==> src/rtl/bundle_issue_pkg.sv <==
package bundle_issue_pkg;

   // Short-pair type code carried per slot.
   typedef enum logic [1:0] {
      PAIR_INT_INT = 2'b00,
      PAIR_FP_FP   = 2'b01,
      PAIR_INT_FP  = 2'b10,
      PAIR_FP_INT  = 2'b11
   } pair_kind_e;

   // Mixed pairs use separate units and register banks.
   function automatic logic pair_is_mixed(input logic [1:0] kind);
      return kind[1];
   endfunction

endpackage

==> src/rtl/bundle_pred_eval.sv <==
module bundle_pred_eval #(
   parameter int NUM_SLOTS  = 4,
   parameter int FLAG_COUNT = 16,
   localparam int SEL_W     = $clog2(FLAG_COUNT)
) (
   input  logic [FLAG_COUNT-1:0] flags,
   input  logic [SEL_W-1:0]      flag_sel,
   input  logic                  sense,
   input  logic [NUM_SLOTS-1:0]  slot_pred,
   output logic [NUM_SLOTS-1:0]  slot_run
);
   logic sel_bit;
   logic cond_met;

   always_comb begin
      sel_bit  = flags[flag_sel];
      cond_met = sel_bit ^ sense;
   end

   // One shared condition, gated per slot by its own predicate bit.
   for (genvar s = 0; s < NUM_SLOTS; s++) begin : g_run
      assign slot_run[s] = ~slot_pred[s] | cond_met;
   end
endmodule

==> src/rtl/bundle_slot_map.sv <==
module bundle_slot_map
   import bundle_issue_pkg::*;
#(
   parameter int NUM_SLOTS = 4,
   localparam int NUM_OPS  = 2 * NUM_SLOTS
) (
   input  logic                   in_valid,
   input  logic                   quad_mode,
   input  logic [NUM_SLOTS-1:0]   slot_run,
   input  logic [NUM_SLOTS-1:0]   slot_brk,
   input  logic [NUM_SLOTS-1:0]   slot_is_pair,
   input  logic [2*NUM_SLOTS-1:0] pair_kind,
   input  logic [NUM_SLOTS-1:0]   pair_brk,
   output logic [NUM_OPS-1:0]     nxt_valid,
   output logic [NUM_OPS-1:0]     nxt_exec,
   output logic [NUM_OPS-1:0]     nxt_grp
);
   for (genvar s = 0; s < NUM_SLOTS; s++) begin : g_slot
      logic live;
      logic second_live;
      logic same_type;

      // Slot 0 is decoded in both modes; the others only in quad mode.
      if (s == 0) begin : g_lead
         assign live = in_valid;
      end else begin : g_tail
         assign live = in_valid & quad_mode;
      end

      assign second_live = live & slot_is_pair[s];
      assign same_type   = ~pair_is_mixed(pair_kind[2*s +: 2]);

      assign nxt_valid[2*s]   = live;
      assign nxt_exec[2*s]    = live & slot_run[s];
      assign nxt_grp[2*s]     = live & slot_brk[s];

      assign nxt_valid[2*s+1] = second_live;
      assign nxt_exec[2*s+1]  = second_live & slot_run[s];
      assign nxt_grp[2*s+1]   = second_live & same_type & pair_brk[s];
   end
endmodule

==> src/rtl/bundle_issue_gate.sv <==
module bundle_issue_gate #(
   parameter int NUM_SLOTS  = 4,
   parameter int FLAG_COUNT = 16,
   localparam int SEL_W     = $clog2(FLAG_COUNT),
   localparam int NUM_OPS   = 2 * NUM_SLOTS
) (
   input  logic                   clk,
   input  logic                   rst_n,
   input  logic                   in_valid,
   input  logic                   quad_mode,
   input  logic [NUM_SLOTS-1:0]   slot_pred,
   input  logic [NUM_SLOTS-1:0]   slot_brk,
   input  logic                   sense,
   input  logic [SEL_W-1:0]       flag_sel,
   input  logic [FLAG_COUNT-1:0]  flags,
   input  logic [NUM_SLOTS-1:0]   slot_is_pair,
   input  logic [2*NUM_SLOTS-1:0] pair_kind,
   input  logic [NUM_SLOTS-1:0]   pair_brk,
   output logic                   out_valid,
   output logic [NUM_OPS-1:0]     op_valid,
   output logic [NUM_OPS-1:0]     op_exec,
   output logic [NUM_OPS-1:0]     op_group_start
);
   // Elaboration-time parameter checks.
   if (NUM_SLOTS < 1 || NUM_SLOTS > 4) begin : g_bad_slots
      $error("bundle_issue_gate: NUM_SLOTS must be 1..4");
   end
   if (FLAG_COUNT < 2 || (FLAG_COUNT & (FLAG_COUNT - 1)) != 0) begin : g_bad_flags
      $error("bundle_issue_gate: FLAG_COUNT must be a power of two >= 2");
   end

   logic [NUM_SLOTS-1:0] slot_run;
   logic [NUM_OPS-1:0]   nxt_valid;
   logic [NUM_OPS-1:0]   nxt_exec;
   logic [NUM_OPS-1:0]   nxt_grp;

   bundle_pred_eval #(
      .NUM_SLOTS  (NUM_SLOTS),
      .FLAG_COUNT (FLAG_COUNT)
   ) u_pred (
      .flags     (flags),
      .flag_sel  (flag_sel),
      .sense     (sense),
      .slot_pred (slot_pred),
      .slot_run  (slot_run)
   );

   bundle_slot_map #(
      .NUM_SLOTS (NUM_SLOTS)
   ) u_map (
      .in_valid     (in_valid),
      .quad_mode    (quad_mode),
      .slot_run     (slot_run),
      .slot_brk     (slot_brk),
      .slot_is_pair (slot_is_pair),
      .pair_kind    (pair_kind),
      .pair_brk     (pair_brk),
      .nxt_valid    (nxt_valid),
      .nxt_exec     (nxt_exec),
      .nxt_grp      (nxt_grp)
   );

   always_ff @(posedge clk) begin
      if (!rst_n) begin
         out_valid      <= 1'b0;
         op_valid       <= '0;
         op_exec        <= '0;
         op_group_start <= '0;
      end else begin
         out_valid      <= in_valid;
         op_valid       <= nxt_valid;
         op_exec        <= nxt_exec;
         op_group_start <= nxt_grp;
      end
   end
endmodule

==> config.mk <==
export PLATFORM = sky130hd
export DESIGN_NAME = bundle_issue_gate
export DESIGN_NICKNAME = d
export VERILOG_FILES = /design/src/rtl/bundle_issue_pkg.sv /design/src/rtl/bundle_pred_eval.sv /design/src/rtl/bundle_slot_map.sv /design/src/rtl/bundle_issue_gate.sv
export SDC_FILE = /design/constraint.sdc
export NUM_CORES = 1
export LEC_CHECK = 0
export BUFFER_PORTS_ARGS = -buffer_cell sky130_fd_sc_hd__buf_2
export CAP_MARGIN = 5
export CELL_PAD_IN_SITES_DETAIL_PLACEMENT = 1
export CELL_PAD_IN_SITES_GLOBAL_PLACEMENT = 2
export CORE_MARGIN = 3
export CORE_UTILIZATION = 20
export DETAILED_ROUTE_END_ITERATION = 8
export PLACE_DENSITY = 0.7
export SETUP_SLACK_MARGIN = 0.02
export SYNTH_ARGS = -nofsm -noshare
export SYNTH_HDL_FRONTEND = slang
export SYNTH_HIERARCHICAL = 1
export SYNTH_SLANG_ARGS = --single-unit
export TNS_END_PERCENT = 50
==> constraint.sdc <==
create_clock -name clk -period 1.8 [get_ports clk]
set_input_delay 0.18 -clock clk [delete_from_list [all_inputs] [get_ports clk]]
set_output_delay 0.18 -clock clk [all_outputs]
set_load 0.01 [all_outputs]
==> results.cfg <==
[place]
place_inst = 219
port_buffers = 69
place_congestion = 0.853
hpwl_um = 2360
dp_slack_ns = -0.329

[power_and_ir_drop]
p_total_mw = 1.09
powerDensity_nw_per_um2 = 728
total_leakage_power_nw = 0.796
ir_drop_mv = 0.241

[global_route]
grt_max_degree = 26
grt_use_met3_pct = 3.29
grt_pass1_wl_um = 4530
antenna_found_initial = 0
globalRouteTotalUtil_pct = 9.24
grt.busiest_layer = met2
grt_overflow = 0
grt_use_met1_pct = 9.60
grt_pass1_vias = 954
grt_util_met2_pct = 16.8

[clock_network]
cts_tree = built
clkSlewWorstSetupHoldPaths_ns = 0.08
htreeDepth = 1
cts_made_buffers = 3
cts.sinks = 25
clk_path_buf_depth = 2
cts_setup_buffers = 0
ctsRootBufferMaster = clkbuf_8

[logic_synthesis]
synth.distinct_cells = 12
synth_top_cell_area_share_pct = 46.8
yosysWarnings = 6
syn_area_um2 = 1070
yosys_register_bits = 25
syn-instance-count = 92
synth_area_leaders = dfxtp_1 (47%), and2_2 (13%), mux4_1 (9.8%)
synth_largest_area_cell = dfxtp_1
synth_nets = 141
avgSynthCellArea_um2 = 11.6
ys_seq_area_share_pct = 46.8

[layout]
fillers = 608
layout_commonest_cell = buf_2
n_antenna_cell = 0
layout-drive-gt1-share_pct = 64.1
postLayoutCoreUtil_pct = 30.2
stdcell_count = 223
final_cell_mix = buf_2 (67), dfxtp_1 (25), and2_1 (13)
nets = 206
area_growth_syn_to_layout_pct = 39.7

[sta]
finalSetupViolCount = 0
layout_setup_ws_ns = 0.0687
tightest_slew_ns = 0.363
fin_crit_ns = 1.73
post-route-period-util_pct = 96.2
finalMaxSlewViolations = 0
timing.fmax_ghz = 0.578
rsz0062_at_grt = no
hold_violations = 0
slew_headroom_pct = 75.8

[critical_path]
crit_fanout = 4
crit_start = flag_sel[2]
crit_required_ns = 1.96
endpoint_kind = register
cp.arrival_ns = 1.89
criticalPathCategory = primary input to register
worstSetupStartpointType = primary input

[die]
die_x_um = 79.1
initial_core_util_pct = 21.6
rows = 25
ios = 74
die-area_um2 = 6260
core_area_um2 = 4940
die_h_um = 79.1

[routing]
detail_route.wl_per_cell_um = 12.8
drcViolationCount = 0
drt_iter0_markers = 12
num_vias = 857
ant_nets = 0
wl_um = 2850
vias_per_cell = 3.84
drt_pre_antenna_iters = 2

[worst_hold_path]
whs_path_depth = 3
hp-start = slot_brk[0]
min_path_type = primary input to register

[job]
drv_cap = 0

[status]
status = finished, final reports clean
[cells in the mapped netlist (all sizes together)]
| cell | instances |
|---|---|
| and3b | 4 |
| buf | 11 |
| xnor2 | 1 |
| and3 | 10 |
| and2 | 32 |
| dfxtp | 25 |
| mux4 | 5 |
| nand2 | 4 |
[cell families after synthesis]
group,share of synthesized area [%]
and+or+nand+nor,31.5
muxes,11.9
buffers and inverters,8.20
DFF,46.8
xor gates and xnor gates,1.52
[where the power goes]
part / switching [mW] / leakage (nW) / internal [mW] / total [mW]
clock network: 0.168 / 0.0255 / 0.154 / 0.322
registers: 0.00396 / 0.204 / 0.572 / 0.576
logic: 0.0774 / 0.566 / 0.111 / 0.188
total: 0.249 / 0.796 / 0.837 / 1.09
[state kept, by name, summed over array words and instances, names as in the netlist]
name            count
op_valid            8
op_exec             8
out_valid           1
op_group_start      8
[layout make-up]
cell class              instances  area [um^2]  area share (%)
well taps                      67         83.8            5.62
multi-input cells              56          485            32.5
repair buffers                 71          377            25.2
clock inverters                 1         5.00           0.335
flip-flops and latches         25          500            33.5
clock buffers                   3         41.3            2.77
[what timing repair did]
action	in CTS	in global routing
pin swaps	2	2
resized for setup	1	5
hold buffers	0	0
setup endpoints to repair	8	8
gates cloned	0	0
[metrics by stage]
stage / hold WS (ns) / instance area [um^2] / setup TNS, ns
after floorplan: 0.307 / 1060 / -0.0626
after global placement: 0.491 / 1420 / -1.82
after detailed placement: 0.509 / 1420 / -2.45
after CTS: 0.228 / 1470 / 0
after global routing: 0.232 / 1490 / 0
final: 0.234 / 1490 / 0
[worst max-delay path: stages]
cell and delay, ns:
buf_8 0.09, mux4_2 0.50, mux4_2 0.54, xnor2_4 0.21, nand2_1 0.09, and3_1 0.14, and2_1 0.14
[metal layers]
metal  wire length, um  part of all wire [%]
met4                30                   1.1
met5                 0                     0
met3               317                    11
met1              1050                    37
met2              1450                    51
[path summary, 6_finish.rpt]
kind | slack [ns] | endpoint
worst max-delay path | 0.07 | op_exec[1]
worst min-delay path | 0.23 | op_group_start[0]
Note: power is estimated with default switching activity, not from simulation.
